$ cat config.mk
export PLATFORM = sky130hd
export DESIGN_NAME = pq_intsrc_ctrl
export DESIGN_NICKNAME = d
export VERILOG_FILES = /design/src/rtl/isc_pkg.sv /design/src/rtl/isc_first_set.sv /design/src/rtl/isc_src_bank.sv /design/src/rtl/pq_intsrc_ctrl.sv
export SDC_FILE = /design/constraint.sdc
export NUM_CORES = 1
export LEC_CHECK = 0
export BUFFER_PORTS_ARGS = -buffer_cell sky130_fd_sc_hd__buf_2
export CORE_MARGIN = 4
export CORE_UTILIZATION = 30
export DETAILED_ROUTE_END_ITERATION = 6
export MAX_ROUTING_LAYER = met4
export SLEW_MARGIN = 25
export SYNTH_ARGS = -nofsm -noshare
export SYNTH_HDL_FRONTEND = slang
export SYNTH_SLANG_ARGS = --single-unit
$ cat constraint.sdc
create_clock -name clk -period 2.5 [get_ports clk]
set_input_delay 0.25 -clock clk [delete_from_list [all_inputs] [get_ports clk]]
set_output_delay 0.25 -clock clk [all_outputs]
set_load 0.05 [all_outputs]
$ cat src/rtl/isc_pkg.sv
package isc_pkg;

    typedef enum logic [2:0] {
        ST_IDLE,
        ST_LOOKUP,
        ST_OFFER,
        ST_WAIT_RESP,
        ST_MARK_RESEND
    } isc_state_e;

    // Coalescing state value with only the presented bit set
    localparam logic [1:0] PQ_P = 2'b01;

endpackage

$ cat src/rtl/isc_first_set.sv
module isc_first_set #(
    parameter int N  = 16,
    parameter int IW = 4
) (
    input  logic [N-1:0]  req,
    output logic          found,
    output logic [IW-1:0] idx
);
    // Lowest set bit wins
    always_comb begin
        found = |req;
        idx   = '0;
        for (int i = N - 1; i >= 0; i--) begin
            if (req[i]) idx = IW'(i);
        end
    end
endmodule

$ cat src/rtl/isc_src_bank.sv
module isc_src_bank
    import isc_pkg::*;
#(
    parameter int N = 16
) (
    input  logic         clk,
    input  logic         rst_n,
    input  logic [N-1:0] is_level,
    input  logic [N-1:0] line_in,
    input  logic [N-1:0] trig_hit,
    input  logic [N-1:0] eoi_hit,
    input  logic [N-1:0] bnc_hit,
    input  logic [N-1:0] masked_now,
    input  logic [N-1:0] pick_oh,
    input  logic [N-1:0] resend_set,
    input  logic [N-1:0] mask_set,
    input  logic         scan_load,
    input  logic [N-1:0] scan_sel,
    output logic [N-1:0] eoi_work,
    output logic [N-1:0] trig_elig,
    output logic [N-1:0] scan_work
);
    for (genvar g = 0; g < N; g++) begin : g_src
        logic [1:0] pq_q, pq_mid, pq_nx;
        logic       eoi_set, trig_set;
        logic       ew_q, tw_q, rs_q, mp_q, sw_q;

        always_comb begin
            if (is_level[g]) begin
                pq_mid   = pq_q;
                pq_nx    = {1'b0, line_in[g]};
                eoi_set  = eoi_hit[g] & pq_q[0];
                trig_set = (line_in[g] & ~pq_q[0]) | bnc_hit[g];
            end else begin
                // EOI is applied before a same-cycle trigger
                pq_mid   = eoi_hit[g] ? (pq_q >> 1) : pq_q;
                pq_nx    = trig_hit[g] ? (((pq_mid << 1) & 2'b11) | PQ_P) : pq_mid;
                eoi_set  = eoi_hit[g] & pq_mid[0];
                trig_set = (trig_hit[g] && (pq_nx == PQ_P)) | bnc_hit[g];
            end
        end

        always_ff @(posedge clk) begin
            if (!rst_n) begin
                pq_q <= '0;
                ew_q <= 1'b0;
                tw_q <= 1'b0;
                rs_q <= 1'b0;
                mp_q <= 1'b0;
                sw_q <= 1'b0;
            end else begin
                pq_q <= pq_nx;
                ew_q <= (ew_q & ~pick_oh[g]) | eoi_set;
                tw_q <= (tw_q & ~pick_oh[g]) | trig_set;
                rs_q <= (rs_q & ~pick_oh[g]) | resend_set[g];
                mp_q <= (mp_q & ~pick_oh[g]) | mask_set[g];
                sw_q <= (sw_q & ~pick_oh[g]) | (scan_load & scan_sel[g] & rs_q);
            end
        end

        assign eoi_work[g]  = ew_q;
        assign trig_elig[g] = tw_q | (mp_q & ~masked_now[g]);
        assign scan_work[g] = sw_q;
    end
endmodule

$ cat src/rtl/pq_intsrc_ctrl.sv
module pq_intsrc_ctrl
    import isc_pkg::*;
#(
    parameter int               N_SRC    = 16,
    parameter int               SRV_W    = 2,
    parameter int               PRIO_W   = 8,
    parameter int               NUM_W    = 24,
    parameter logic [NUM_W-1:0] SRC_BASE = 24'h000010
) (
    input  logic                      clk,
    input  logic                      rst_n,
    input  logic [N_SRC*PRIO_W-1:0]   cfg_prio,
    input  logic [N_SRC*SRV_W-1:0]    cfg_server,
    input  logic [N_SRC-1:0]          cfg_level,
    input  logic [N_SRC-1:0]          lvl_line,
    input  logic                      trig_valid,
    input  logic [NUM_W-1:0]          trig_num,
    input  logic                      eoi_valid,
    input  logic [NUM_W-1:0]          eoi_num,
    input  logic                      bnc_valid,
    input  logic [NUM_W-1:0]          bnc_num,
    input  logic                      scan_valid,
    input  logic [SRV_W-1:0]          scan_server,
    input  logic                      rsp_valid,
    input  logic                      rsp_accept,
    output logic                      dlv_valid,
    output logic [NUM_W-1:0]          dlv_num,
    output logic [PRIO_W-1:0]         dlv_prio,
    output logic [SRV_W-1:0]          dlv_server,
    output logic [(1<<SRV_W)-1:0]     resend_pend
);
    localparam int                IW          = $clog2(N_SRC);
    localparam int                N_SRV       = 1 << SRV_W;
    localparam logic [PRIO_W-1:0] PRIO_MASKED = '1;

    isc_state_e          state, nxt;
    logic [IW-1:0]       cur_idx;
    logic [PRIO_W-1:0]   cur_prio;
    logic [SRV_W-1:0]    cur_srv;
    logic [N_SRV-1:0]    resend_nx;

    logic [N_SRC-1:0] trig_hit, eoi_hit, bnc_hit, masked_now, scan_sel;
    logic [N_SRC-1:0] eoi_work, trig_elig, scan_work;
    logic [N_SRC-1:0] pick_oh, cur_oh, resend_set, mask_set;
    logic             eoi_any, trig_any, scan_any, pick_valid;
    logic [IW-1:0]    eoi_idx, trig_idx, scan_idx, pick_idx;

    // Number decode and per-source configuration views
    for (genvar g = 0; g < N_SRC; g++) begin : g_dec
        localparam logic [NUM_W-1:0] MY_NUM = SRC_BASE + NUM_W'(g);
        assign trig_hit[g]   = trig_valid && (trig_num == MY_NUM);
        assign eoi_hit[g]    = eoi_valid  && (eoi_num  == MY_NUM);
        assign bnc_hit[g]    = bnc_valid  && (bnc_num  == MY_NUM);
        assign masked_now[g] = (cfg_prio[g*PRIO_W +: PRIO_W] == PRIO_MASKED);
        assign scan_sel[g]   = (cfg_server[g*SRV_W +: SRV_W] == scan_server);
    end

    isc_src_bank #(.N(N_SRC)) u_bank (
        .clk        (clk),
        .rst_n      (rst_n),
        .is_level   (cfg_level),
        .line_in    (lvl_line),
        .trig_hit   (trig_hit),
        .eoi_hit    (eoi_hit),
        .bnc_hit    (bnc_hit),
        .masked_now (masked_now),
        .pick_oh    (pick_oh),
        .resend_set (resend_set),
        .mask_set   (mask_set),
        .scan_load  (scan_valid),
        .scan_sel   (scan_sel),
        .eoi_work   (eoi_work),
        .trig_elig  (trig_elig),
        .scan_work  (scan_work)
    );

    isc_first_set #(.N(N_SRC), .IW(IW)) u_pick_eoi  (.req(eoi_work),  .found(eoi_any),  .idx(eoi_idx));
    isc_first_set #(.N(N_SRC), .IW(IW)) u_pick_trig (.req(trig_elig), .found(trig_any), .idx(trig_idx));
    isc_first_set #(.N(N_SRC), .IW(IW)) u_pick_scan (.req(scan_work), .found(scan_any), .idx(scan_idx));

    // Service ranking: EOI, then trigger/bounce/unmasked, then scan
    always_comb begin
        pick_valid = eoi_any | trig_any | scan_any;
        if (eoi_any)       pick_idx = eoi_idx;
        else if (trig_any) pick_idx = trig_idx;
        else               pick_idx = scan_idx;
    end

    assign cur_oh     = N_SRC'(1) << cur_idx;
    assign pick_oh    = (state == ST_IDLE && pick_valid) ? (N_SRC'(1) << pick_idx) : '0;
    assign resend_set = (state == ST_MARK_RESEND) ? cur_oh : '0;
    assign mask_set   = (state == ST_LOOKUP && masked_now[cur_idx]) ? cur_oh : '0;

    always_comb begin
        nxt = state;
        unique case (state)
            ST_IDLE:        if (pick_valid) nxt = ST_LOOKUP;
            ST_LOOKUP:      nxt = masked_now[cur_idx] ? ST_IDLE : ST_OFFER;
            ST_OFFER:       nxt = ST_WAIT_RESP;
            ST_WAIT_RESP:   if (rsp_valid) nxt = rsp_accept ? ST_IDLE : ST_MARK_RESEND;
            ST_MARK_RESEND: nxt = ST_IDLE;
            default:        nxt = ST_IDLE;
        endcase
    end

    // A mark in the same cycle as a scan of that server wins
    always_comb begin
        resend_nx = resend_pend;
        if (scan_valid)               resend_nx[scan_server] = 1'b0;
        if (state == ST_MARK_RESEND)  resend_nx[cur_srv]     = 1'b1;
    end

    always_ff @(posedge clk) begin
        if (!rst_n) begin
            state       <= ST_IDLE;
            cur_idx     <= '0;
            cur_prio    <= '0;
            cur_srv     <= '0;
            resend_pend <= '0;
        end else begin
            state       <= nxt;
            resend_pend <= resend_nx;
            if (state == ST_IDLE && pick_valid) cur_idx <= pick_idx;
            if (state == ST_LOOKUP) begin
                cur_prio <= cfg_prio[cur_idx*PRIO_W +: PRIO_W];
                cur_srv  <= cfg_server[cur_idx*SRV_W +: SRV_W];
            end
        end
    end

    always_comb begin
        dlv_valid  = (state == ST_OFFER);
        dlv_num    = SRC_BASE + NUM_W'(cur_idx);
        dlv_prio   = cur_prio;
        dlv_server = cur_srv;
    end
endmodule

# Word-level counts from Yosys, hierarchy flattened
# Cells that the tools add are included.
# W data, S select, Z words.
dict set report word_totals {
  elab_cells 822
  inputBits 274
  reg_bits 133
  out_inout_bits 39
}
dict set report classes {
  reduce_logical 89
  bitwise 358
  n_mux 146
  addsub 1
  shifts 4
  eq_ne 102
  n_lt_le_gt_ge 5
}
# operator count
set op_table {}
lappend op_table {{$eq A24 B5 Y1 const B} 48}
lappend op_table {{$mux W4} 52}
lappend op_table {{$and A1 B1 Y1} 176}
lappend op_table {{$or A1 B1 Y1} 130}
lappend op_table {{$eq A8 B8 Y1 const B} 16}
lappend op_table {{$shiftx A128 B8 Y8} 1}
lappend op_table {{$logic_and A1 B1 Y1} 68}
lappend op_table {{$mux W2} 33}
lappend op_table {{$mux W1} 51}
lappend op_table {{$not A1 Y1} 49}
lappend op_table {{$mux W16} 3}
lappend op_table {{$reduce_or A16 Y1} 3}
lappend op_table {{$eq A2 B1 Y1 const B} 16}
lappend op_table {{$eq A2 B2 Y1} 16}
lappend op_table {{$reduce_or A2 Y1} 16}
lappend op_table {{$shiftx A32 B6 Y2} 1}
lappend op_table {{$shl A1 B4 Y16 const A} 2}
lappend op_table {{$pmux W3 S4} 1}
lappend op_table {{$mux W3} 3}
lappend op_table {{$add A5 B4 Y6 const A} 1}
lappend op_table {{$eq A3 B2 Y1 const B} 2}
lappend op_table {{$lt A2 B3 Y1 const B} 2}
lappend op_table {{$lt A4 B5 Y1 const B} 1}
lappend op_table {{$and A4 B4 Y4} 1}
lappend op_table {{10 further kinds} 13}

# Depth between registers and ports, before layout
# Gate-level depths: netlist of run 1.
dict set report depth {
  word_depth 27
  mapped_depth 10
  depth_no_buf 8
}

# By module
# Synthesis of run 1 repeated with hierarchy kept, for this count alone.
dict set report hier_totals {
  hier_cells 1156
  area_unflattened_um2 10103.4
}
# module seq_area_each_um2 instances area_per_inst_um2 cells_per_inst
set modules_own_cells {}
lappend modules_own_cells {isc_src_bank 2242.2 1 5535.3 558}
lappend modules_own_cells {pq_intsrc_ctrl 420.4 1 4038.9 496}
lappend modules_own_cells {isc_first_set 0.0 3 176.4 34}

# Worst setup path before layout of run 1
# No wires, ideal clock.
dict set report synth_timing {
  path_kind {register -> register}
  startpoint {reg cur_idx[0]}
  endpoint {reg cur_prio[0], in the netlist dlv_prio[0]}
  path_slack_ns -0.334
  path_buffers 2
  t_required_ns 2.368
  arrival_time_ns 2.702
  period_less_slack_ns 2.834
  setup_ns 0.132
  stages_incl_launch_ff 7
  path_cell_list {dfxtp_1 -> buf_1 -> buf_2 -> mux4_2 -> mux4_2 -> nand2_1 -> a21oi_1}
}
dict set report synth_via {
  elab_chain_cells 1
}
# element line
set synth_rtl {}
lappend synth_rtl {{from (decl)} pq_intsrc_ctrl.sv:37} ;# logic [IW-1:0] cur_idx;
lappend synth_rtl {{from (signal assigned)} pq_intsrc_ctrl.sv:123} ;# if (state == ST_IDLE && pick_valid) cur_idx <= pick_idx;
lappend synth_rtl {{$shiftx A128 B8 Y8} pq_intsrc_ctrl.sv:125} ;# cur_prio <= cfg_prio[cur_idx*PRIO_W +: PRIO_W];
lappend synth_rtl {{to (signal assigned)} pq_intsrc_ctrl.sv:125}
lappend synth_rtl {{to (decl)} pq_intsrc_ctrl.sv:38} ;# logic [PRIO_W-1:0] cur_prio;
# No other way between the ends.
# A chain may end at the register's enable or synchronous reset.

# Worst setup path in the final report of run 1
dict set report layout_timing {
  startpoint {reg u_bank.g_src[12].sw_q}
  endpoint {reg u_bank.g_src[2].sw_q}
}
dict set report layout_via {
  elab_chain_cells 20
  word_cells_on_any_way 23
  cone_classes {1 x shift; 16 x mux; 4 x bitwise; 2 x reduce/logical}
}
# element line
set layout_rtl {}
lappend layout_rtl {{from (decl)} isc_src_bank.sv:26} ;# logic ew_q, tw_q, rs_q, mp_q, sw_q;
lappend layout_rtl {{from (signal assigned)} isc_src_bank.sv:57} ;# sw_q <= (sw_q & ~pick_oh[g]) | (scan_load & scan_sel[g] & rs_q);
lappend layout_rtl {{$mux W4 (13 in series)} isc_first_set.sv:14} ;# if (req[i]) idx = IW'(i);
lappend layout_rtl {{$mux W4} pq_intsrc_ctrl.sv:85} ;# else if (trig_any) pick_idx = trig_idx;
lappend layout_rtl {{$mux W4} pq_intsrc_ctrl.sv:84} ;# if (eoi_any) pick_idx = eoi_idx;
lappend layout_rtl {{$shl A1 B4 Y16} pq_intsrc_ctrl.sv:90} ;# assign pick_oh = (state == ST_IDLE && pick_valid) ? (N_SRC'(1) << pick_idx) : '0;
lappend layout_rtl {{$mux W16 (*)} pq_intsrc_ctrl.sv:90}
lappend layout_rtl {{$not A1 Y1 (*)} isc_src_bank.sv:57}
lappend layout_rtl {{$and A1 B1 Y1 (*)} isc_src_bank.sv:57}
lappend layout_rtl {{$or A1 B1 Y1 (*)} isc_src_bank.sv:57}
lappend layout_rtl {{to (signal assigned)} isc_src_bank.sv:57}
lappend layout_rtl {{to (decl)} isc_src_bank.sv:26}
# Mark *: on every way between the ends. The rest lies on a longest branch, timed or not.

==> results of run 1 <==
logic make-up (layout without fill, tap and decap cells):
kind of cell | count (synthesis) | count (layout)
muxes | 69 | 69
xor gates and xnor gates | 47 | 47
buffers and inverters | 109 | 552
and+or+nand+nor | 496 | 496
AOI/OAI and AO/OA | 317 | 317
other | 2 | 22
DFF | 133 | 133
cells in the mapped netlist (13+ instances only):
cell	number	share of area (%)
o21ai_0	101	5.3
xnor2_1	26	2.4
nand2_1	163	6.4
dfxtp_1	133	28
nand4_1	44	2.9
and2_1	17	1.1
a21oi_1	70	3.6
nand3_1	23	1.2
a211oi_1	20	1.6
inv_1	30	1.2
nor3_1	49	2.6
buf_4	20	1.6
a21o_1	13	1.0
nor4_1	25	1.6
and3_1	16	1.0
clkbuf_1	40	1.6
xor2_1	21	1.9
nor2_1	80	3.1
mux4_2	52	12
state kept, by name, indices dropped and copies added, names as in the netlist:
name	cells
u_bank.g_src.pq_q	32
u_bank.g_src.mp_q	16
dlv_server	2
u_bank.g_src.sw_q	16
cur_idx	4
state	3
dlv_prio	8
u_bank.g_src.tw_q	16
u_bank.g_src.rs_q	16
resend_pend	4
u_bank.g_src.ew_q	16
area by class of cell:
cell class	instances	area, sq um
Inverter	30	113
Tap cell	402	503
Timing Repair Buffer	490	3060
Multi-Input combinational cell	949	6930
Clock inverter	15	146
Clock buffer	17	425
Sequential cell	133	2690
Antenna cell	2	5.00
Fill cell	3086	17700
metal layers:
metal / up-vias / GRT usage (%) / wire (um)
li1: 5266 / - / -
met1: 5330 / 28.6 / 16800
met2: 447 / 37.8 / 20100
met5: - / - / 0
met4: 0 / 4.98 / 773
met3: 69 / 2.63 / 2420
worst paths after layout:
path	start	to	slack [ps]	depth (start not counted)
min	cfg_level[3]	u_bank.g_src[3].pq_q[1]$_SDFF_PP0_	60	2
max reg2reg	u_bank.g_src[12].sw_q$_SDFF_PN0_	u_bank.g_src[2].sw_q$_SDFF_PN0_	-40	8
min reg2reg	dlv_prio[5]$_SDFFE_PN0P_	dlv_prio[5]$_SDFFE_PN0P_	460	2
max	u_bank.g_src[12].sw_q$_SDFF_PN0_	u_bank.g_src[2].sw_q$_SDFF_PN0_	-40	8
through the flow:
stage / util, % / hold slack, ps
detailed placement: 40.1 / 429
global placement: 40.1 / 434
global route: 43.9 / 50.5
finish: 43.9 / 55.9
floorplan: - / 323
CTS: 42.7 / 41.4
power groups by stage:
| stage | Sequential (mW) | Combinational (mW) | Clock [mW] |
|---|---|---|---|
| floorplan | 2.43 | 1.38 | 0 |
| global placement | 2.34 | 2.51 | 0 |
| detailed placement | 2.34 | 2.53 | 0 |
| CTS | 2.30 | 2.67 | 2.51 |
| global route | 2.31 | 3.05 | 2.61 |
| finish | 2.30 | 2.88 | 2.50 |
repair_timing:
item / CTS / global route
hold buffers: 1 / 0
setup endpoints to repair: 67 / 77
gates resized for setup: 37 / 92
cloned: 1 / 0
pin swaps: 9 / 42
endpoints found under the hold margin: 1 / 0
buffers inserted: 7 / 17
worst reg2reg max path: cells and delay by family (launching register included):
family | cells | cell delay, ps
compound gates | 7 | 1840
buf+inv | 1 | 220
flops | 1 | 370
==> reports/results.md, run 1 <==
| Result | Reported | Unit |
|---|---|---|
| Unique masters post-synth | 82 | - |
| Most instantiated flip-flop cell in the synthesis netlist | dfxtp_1 | - |
| Number of standard-cell rows in the floorplan | 65 | - |
| Cells after DPL | 1,979 | - |
| Cell family contributing the most delay on the critical path | compound AO/OA/AOI/OAI gates | - |
| Arrival time of the worst setup path | 2860 | ps |
| Main combinational cell family by area after synthesis | simple AND/OR/NAND/NOR gates | - |
| Peak per-stage delay on the critical path | 390 | ps |
| Crit path buffers/inverters | 1 | - |
| Critical path peak fanout | 7 | - |
| Via count of the first global-routing pass | 11,000 | - |
| Root buffer cell | clkbuf_16 | - |
| Psw | 2.78 | mW |
| Antenna violations before repair | 2 | - |
| Violated checks | negative setup slack | - |
| Fraction of registers with async set or reset after synthesis | 0 | % |
| Total number of vias | 11,100 | - |
| Leak Pwr | 5.68 | nW |
| Portion of netlist area occupied by mux cells | 14.1 | % |
| Synthesis warning total | 0 | - |
| Total count of max-transition violations in the final report | 0 | - |
| Unrepaired setup endpoints after global routing | true | - |
| Max Root-Sink Buffers | 2 | - |
| Instance area at placement | 12,700 | sq um |
| Arithmetic-cell share of the synthesized area counting full adders, half adders and majority gates | 0 | % |
| DRT Pass-1 Iters | 5 | - |
| Tcrit/Tclk final | 102 | % |
| HPWL after detailed placement | 31,800 | um |
| Number of nets with antenna violations after detailed routing | 0 | - |
| Port-buffer cells | 292 | - |
| Final-layout setup total negative slack | -181 | ps |
| Number of flops mapped to enable cells by yosys | 0 | - |
| Remaining global-route overflow | 0 | - |
| Sort of element at the end of the critical path | flop | - |
| Startpoint types | flop | - |
| Fraction of power consumed by the clock network | 32.6 | % |
| Count of state elements after synthesis | 133 | - |
| Internal power | 4.90 | mW |
| Post-synthesis compound-gate area fraction | 22.2 | % |
| Maximum number of pins on one net before global-route repair | 50 | - |
| Area of the core | 31,600 | sq um |
| Part of the total power dissipated in sequential elements | 29.9 | % |
| Cell Count, Final, Fillers Out | 2,038 | - |
| Share of cells above drive strength 1 | 42.2 | % |
| Vias per cell | 5.45 | - |
| Clock slew seen by the registers of the worst setup and hold paths | 60 | ps |
| Most frequent standard cell in the layout excluding fill and tap cells | buf_2 | - |
| Setup Viol. Count Final | 9 | - |
| Die boundary width | 187 | um |
| Crit path cell chain | o31a_1, o211ai_1, a21oi_1, o311a_1, o31a_4, a2111oi_4, buf_4, o21ai_1 | - |
| Wire length of the first global-routing pass | 61,000 | um |
| Slew margin rel. | 61.5 | % |
| CTS Sinks | 133 | - |
| Final period demand of the worst path | 2540 | ps |
| Ports | 313 | - |
| Worst IR drop on VDD | 536 | uV |
| Wirelength, routed | 40,100 | um |
| Net switching share of the total power | 36.2 | % |
| Basic-gate share of the synthesized area counting and, or, nand and nor cells | 26.5 | % |
| Y dimension of the die | 187 | um |
| Area of the mapped netlist | 9610 | sq um |
| Residual DRC | 0 | - |
| Sequential area share after synthesis | 27.7 | % |
| DRC marker count from the first detailed-route iteration | 875 | - |
| Post-layout net count | 1,895 | - |
| Number of hold-slack violations in the final timing report | 0 | - |
| Timing-limited maximum frequency | 394 | MHz |
| Type of the worst setup path | flop to flop | - |
| Final Total Pwr | 7.68 | mW |
| Logic pwr share | 37.5 | % |
| Average cell area after synthesis | 8.19 | sq um |
| Power per cell area | 554 | nW/um^2 |
| Library cell contributing the largest single delay on the critical path | a2111oi_4 | - |
| Wire per inst | 19.7 | um |
| Fin worst setup slack | -39.8 | ps |
| Count of max-cap constraint violations | 0 | - |
| TritonCTS clock tree | done | - |
| WP data required | 2820 | ps |
| Final std cell area, no fill | 13,900 | sq um |
| H-Tree Depth | 4 | - |
| Hold/Removal Path Class | input port to flop | - |
| Status | finished with violations | - |
| GPL Wtd Cong | 0.949 | - |
| Worst-Margin Slew | 572 | ps |
| Starting density of the core | 30.4 | % |
| Total Die Area | 34,900 | sq um |
| Xor-xnor portion of the synthesized cell area | 4.29 | % |
| Leading cell types in the layout, fill and taps excluded | 292 x buf_2, 180 x buf_4, 162 x nand2_1, 118 x dfxtp_1, 78 x nor2_1 | - |
| Cells after Synth | 1,173 | - |
| Number of CTS-inserted buffers | 17 | - |
| GRT Util Overall | 22.2 | % |
| Clock Latency Late Sink | 440 | ps |
| Pre-CTS worst setup slack | -572 | ps |
| Largest clock skew in the final design | 18.7 | ps |
| Relative area change from synthesis to final layout | 44.4 | % |
Note: power is estimated with default switching activity, not from simulation.
==> run 2, diff against run 1 <==
clock period = 2.4 ns   (was 2.5 ns; I/O delays follow)
==> reports/results.md, run 2 (synthesis results as in run 1) <==
| Result | Reported | Unit |
|---|---|---|
| Status | finished with violations | - |
| Violated checks | negative setup slack | - |
| Starting density of the core | 30.4 | % |
| Total number of vias | 11,600 | - |
| Psw | 3.09 | mW |
| Critical path peak fanout | 4 | - |
| CTS Sinks | 133 | - |
| Final period demand of the worst path | 2820 | ps |
| Arrival time of the worst setup path | 3130 | ps |
| Capture endpoint of the worst hold path | u_bank.g_src[14].pq_q[1]$_SDFF_PP0_ | - |
| Internal power | 5.58 | mW |
| Final Total Pwr | 8.66 | mW |
| Tcrit/Tclk final | 118 | % |
| Number of standard-cell rows in the floorplan | 65 | - |
| Part of the total power dissipated in sequential elements | 27.7 | % |
| Power per cell area | 581 | nW/um^2 |
| Die boundary width | 187 | um |
| Fraction of power consumed by the clock network | 32.5 | % |
| Number of CTS-inserted buffers | 17 | - |
| Number of hold-slack violations in the final timing report | 0 | - |
| Setup Viol. Count Final | 81 | - |
| Clock slew seen by the registers of the worst setup and hold paths | 60 | ps |
| Total of fill cells in the finished design | 2,973 | - |
| Most frequent standard cell in the layout excluding fill and tap cells | buf_2 | - |
| Startpoint of the worst setup timing path | u_bank.g_src[14].sw_q$_SDFF_PN0_ | - |
| Relative area change from synthesis to final layout | 55.3 | % |
| Residual DRC | 0 | - |
| Ports | 313 | - |
| Logic pwr share | 39.9 | % |
| Worst hold path cell count | 2 | - |
| Number of nets with antenna violations after detailed routing | 0 | - |
| GPL Wtd Cong | 0.937 | - |
| Leading cell types in the layout, fill and taps excluded | 292 x buf_2, 222 x buf_4, 162 x nand2_1, 122 x dfxtp_1, 74 x nor2_1 | - |
| Worst IR drop on VDD | 581 | uV |
| Type of the worst setup path | flop to flop | - |
| Root buffer cell | clkbuf_16 | - |
| Fin worst setup slack | -422 | ps |
| GRT Util Overall | 23.3 | % |
| Worst reg2reg path depth | 11 | - |
| Register containing the most flip-flops in the final layout | u_bank.g_src.pq_q | - |
| Sort of element at the end of the critical path | flop | - |
| Leak Pwr | 6.20 | nW |
| Max Root-Sink Buffers | 2 | - |
| Peak per-stage delay on the critical path | 350 | ps |
| Wire per inst | 20.4 | um |
| Y dimension of the die | 187 | um |
| Largest clock skew in the final design | 14.6 | ps |
| Area of the core | 31,600 | sq um |
| Library cell contributing the largest single delay on the critical path | dfxtp_2 | - |
| Cells after DPL | 2,028 | - |
| Crit path cell chain | buf_6, nor2_2, o31a_1, o211ai_1, a21oi_1, o311a_1, o31a_1, buf_4, a2111oi_4, buf_4, o21ai_1 | - |
| Net switching share of the total power | 35.6 | % |
| Flip-flop count of the largest register, all copies and words added | 32 | - |
| Vias per cell | 5.53 | - |
| Core utilization of the finished layout | 47.3 | % |
| TritonCTS clock tree | done | - |
| Maximum number of pins on one net before global-route repair | 48 | - |
| Worst setup slack for register-to-register paths | -420 | ps |
| Final-layout setup total negative slack | -17,480 | ps |
| Antenna violations before repair | 1 | - |
| Wire length of the first global-routing pass | 63,800 | um |
| Slew margin rel. | 58.3 | % |
| Total Die Area | 34,900 | sq um |
| Worst-Margin Slew | 621 | ps |
| Remaining global-route overflow | 0 | - |
| WP data required | 2710 | ps |
| Timing-limited maximum frequency | 354 | MHz |
| Hold/Removal Path Class | input port to flop | - |
| Port-buffer cells | 292 | - |
| Post-layout net count | 1,959 | - |
| DRC marker count from the first detailed-route iteration | 955 | - |
| Via count of the first global-routing pass | 11,500 | - |
| DRT Pass-1 Iters | 5 | - |
| Reg2reg end | u_bank.g_src[2].mp_q$_SDFF_PN0_ | - |
| Unrepaired setup endpoints after global routing | true | - |
| Min Hold Slack | 42.4 | ps |
| Startpoint of the tightest hold check path | cfg_level[14] | - |
| Cell Count, Final, Fillers Out | 2,101 | - |
| H-Tree Depth | 4 | - |
| Clock Latency Late Sink | 430 | ps |
| Share of cells above drive strength 1 | 46.8 | % |
| Worst R2R Start | u_bank.g_src[14].sw_q$_SDFF_PN0_ | - |
| Startpoint types | flop | - |
| Wirelength, routed | 42,800 | um |
| HPWL after detailed placement | 32,400 | um |
| Count of max-cap constraint violations | 0 | - |
| Total count of max-transition violations in the final report | 0 | - |
-- run 2: changes by cell type in the layout (fill, tap and decap cells not counted), sizes merged --
cell | previous run | this run
bufinv | 1 | 3
diode | 2 | 1
clkinvlp | 4 | 2
buf | 489 | 553
-- run 2: cell type report --
cell class / instances / area [sq um] / area share [%]
Clock buffer: 17 / 425 / 2.85
Timing Repair Buffer: 554 / 3700 / 24.8
Sequential cell: 133 / 2680 / 18.0
Tap cell: 402 / 503 / 3.37
Multi-Input combinational cell: 949 / 7300 / 48.9
Clock inverter: 15 / 193 / 1.29
Inverter: 30 / 113 / 0.755
Antenna cell: 1 / 2.50 / 0.0168
-- run 2: what timing repair did --
| item | in CTS | in global routing |
|---|---|---|
| buffers inserted | 30 | 19 |
| hold buffers | 1 | 0 |
| cloned | 3 | 0 |
| resized for setup | 106 | 112 |
| setup endpoints to repair | 82 | 86 |
| endpoints found under the hold margin | 1 | 0 |
| pin swaps | 46 | 62 |
-- run 2: power by group through the flow --
stage	registers [mW]	logic, mW	clock network, mW
after floorplan	2.53	1.46	0
after global routing	2.41	3.62	2.92
after detailed placement	2.44	2.73	0
after CTS	2.39	3.07	2.81
after global placement	2.44	2.72	0
final	2.40	3.45	2.81
-- run 2: how the worst max path moves through the flow --
stage	slack, ps	cells after the start	end
finish	-420	11	u_bank.g_src[2].mp_q$_SDFF_PN0_
floorplan	-170	8	u_bank.g_src[2].tw_q$_SDFF_PN0_
detailed placement	-660	12	u_bank.g_src[4].tw_q$_SDFF_PN0_
CTS	-340	11	u_bank.g_src[2].sw_q$_SDFF_PN0_
global placement	-610	12	u_bank.g_src[4].tw_q$_SDFF_PN0_
global route	-440	11	u_bank.g_src[2].mp_q$_SDFF_PN0_
-- run 2: routing by layer --
layer	vias up	GRT usage (%)	routed length [um]
met2	478	38.7	20900
met1	5623	30.0	18000
met5	-	-	0
met4	0	7.08	1400
li1	5406	-	-
met3	115	2.91	2550
-- run 2: stage by stage --
step	setup slack (ps)	area, sq um
final	-422	14900
after global routing	-445	14900
after CTS	-344	14400
after detailed placement	-656	13100
after global placement	-606	13100
after floorplan	-173	9760
-- run 2: critical path, delay by kind of cell (launching register included) --
kind                   cells  cell delay, ps
buffers and inverters      3             500
flip-flops                 1             350
AND/OR/NAND/NOR            1              30
AO/OA/AOI/OAI              7            1830
==> run 3, diff against run 2 <==
RECOVER_POWER = 50   (was default)
SLEW_MARGIN = 30   (was 25)
==> reports/results.md, run 3 (synthesis results as in run 1) <==
| Result | Reported | Unit |
|---|---|---|
| GRT Util Overall | 23.3 | % |
| Wire length of the first global-routing pass | 63,800 | um |
| Leading cell types in the layout, fill and taps excluded | 274 x buf_2, 219 x buf_4, 162 x nand2_1, 123 x dfxtp_1, 74 x nor2_1 | - |
| Number of hold-slack violations in the final timing report | 0 | - |
| Total of fill cells in the finished design | 2,976 | - |
| Violated checks | negative setup slack | - |
| Total number of vias | 11,600 | - |
| Multi-input gate area | 7280 | sq um |
| GPL Wtd Cong | 0.937 | - |
| Antenna violations before repair | 1 | - |
| Leak Pwr | 6.11 | nW |
| Startpoint types | flop | - |
| Min Hold Slack | 43.4 | ps |
| Sort of element at the end of the critical path | flop | - |
| Type of the worst setup path | flop to flop | - |
| Starting density of the core | 30.4 | % |
| Setup Viol. Count Final | 81 | - |
| Maximum number of pins on one net before global-route repair | 48 | - |
| Library cell contributing the largest single delay on the critical path | dfxtp_2 | - |
| Residual DRC | 0 | - |
| Instance area at placement | 13,100 | sq um |
| Timing-limited maximum frequency | 355 | MHz |
| Post-layout net count | 1,959 | - |
| Critical path peak fanout | 4 | - |
| Most frequent standard cell in the layout excluding fill and tap cells | buf_2 | - |
| Number of standard-cell rows in the floorplan | 65 | - |
| H-Tree Depth | 4 | - |
| Arrival time of the worst setup path | 3130 | ps |
| Cell Count, Final, Fillers Out | 2,101 | - |
| Count of max-cap constraint violations | 0 | - |
| DRC marker count from the first detailed-route iteration | 979 | - |
| Area of the core | 31,600 | sq um |
| Final Total Pwr | 8.65 | mW |
| Port-buffer cells | 292 | - |
| Status | finished with violations | - |
| Crit path cell chain | buf_6, nor2_2, o31a_1, o211ai_1, a21oi_1, o311a_1, o31a_1, buf_4, a2111oi_4, buf_4, o21ai_1 | - |
| Worst-Margin Slew | 665 | ps |
| Met3 wire length | 2580 | um |
| Register containing the most flip-flops in the final layout | u_bank.g_src.pq_q | - |
| Tcrit/Tclk final | 118 | % |
| Core utilization of the finished layout | 47.1 | % |
| Y dimension of the die | 187 | um |
| DRT Pass-1 Iters | 5 | - |
| Via count of the first global-routing pass | 11,500 | - |
| Wirelength, routed | 42,800 | um |
| Clock slew seen by the registers of the worst setup and hold paths | 60 | ps |
| Slew margin rel. | 55.3 | % |
| Hold/Removal Path Class | input port to flop | - |
| TritonCTS clock tree | done | - |
| Unrepaired setup endpoints after global routing | true | - |
| Pre-CTS worst setup slack | -656 | ps |
| Total Die Area | 34,900 | sq um |
| Largest clock skew in the final design | 13.3 | ps |
| Number of nets with antenna violations after detailed routing | 0 | - |
| Ports | 313 | - |
| Final period demand of the worst path | 2820 | ps |
| Final std cell area, no fill | 14,900 | sq um |
| Share of cells above drive strength 1 | 45.5 | % |
| Register area | 2680 | sq um |
| Clock Latency Late Sink | 430 | ps |
| Cells after DPL | 2,028 | - |
| Power per cell area | 582 | nW/um^2 |
| Final-layout setup total negative slack | -17,070 | ps |
| WP data required | 2710 | ps |
| Total count of max-transition violations in the final report | 0 | - |
| Flip-flop count of the largest register, all copies and words added | 32 | - |
| Root buffer cell | clkbuf_16 | - |
| HPWL after detailed placement | 32,400 | um |
| WL met1 | 17,900 | um |
| CTS Sinks | 133 | - |
| Topmost layer with routed signal wires | met4 | - |
| Number of CTS-inserted buffers | 17 | - |
| Fin worst setup slack | -420 | ps |
| Wire per inst | 20.4 | um |
| Relative area change from synthesis to final layout | 54.7 | % |
| Peak per-stage delay on the critical path | 350 | ps |
| Max Root-Sink Buffers | 2 | - |
| Die boundary width | 187 | um |
| Remaining global-route overflow | 0 | - |
| DR WL met2 | 21,000 | um |
| Worst IR drop on VDD | 582 | uV |
| Vias per cell | 5.54 | - |
-- run 3: changes by cell type in the layout (fill, tap and decap cells not counted), moves of 2 or more --
cell / previous run / this run
clkbuf_1: 0 / 19
buf_2: 292 / 274
buf_4: 222 / 219
clkbuf_2: 0 / 2
-- run 3: worst paths after layout --
path,startpoint,endpoint,slack [ps],depth (start not counted)
max,u_bank.g_src[14].sw_q$_SDFF_PN0_,u_bank.g_src[2].mp_q$_SDFF_PN0_,-420,11
min,cfg_level[14],u_bank.g_src[14].pq_q[1]$_SDFF_PP0_,40,2
max reg2reg,u_bank.g_src[14].sw_q$_SDFF_PN0_,u_bank.g_src[2].mp_q$_SDFF_PN0_,-420,11
min reg2reg,dlv_prio[2]$_SDFFE_PN0P_,dlv_prio[2]$_SDFFE_PN0P_,450,2
-- run 3: repair_timing --
item | CTS | global route
pin swaps | 46 | 62
hold endpoints to repair | 1 | 0
gates cloned | 3 | 0
setup endpoints to repair | 82 | 86
resized for setup | 106 | 112
buffers inserted | 30 | 19
hold buffers | 1 | 0
-- run 3: area by class of cell --
type / instances / share of cell area, %
antenna: 1 / 0.0168
clock buffer: 17 / 2.86
clock inverter: 15 / 1.30
inverter: 30 / 0.758
multi-input combinational: 949 / 49.0
sequential: 133 / 18.0
tap: 402 / 3.38
timing repair buffer: 554 / 24.7
-- run 3: worst max-delay path: cells and delay by family, from the launching register on --
family | cells | cell delay (ps)
compound gates | 7 | 1810
buf+inv | 3 | 500
flops | 1 | 350
simple gates | 1 | 30
-- run 3: power breakdown --
part | leakage, nW | total (mW) | internal [mW] | switching, mW
clock network | 0.296 | 2.81 | 1.66 | 1.15
logic | 4.73 | 3.44 | 1.61 | 1.83
registers | 1.09 | 2.40 | 2.29 | 0.106
-- run 3: per-layer routing --
layer  vias up  GRT usage (%)
met5         -              -
met4         0           7.08
met3       102           2.91
met2       501           38.7
met1      5637           30.0
li1       5407              -
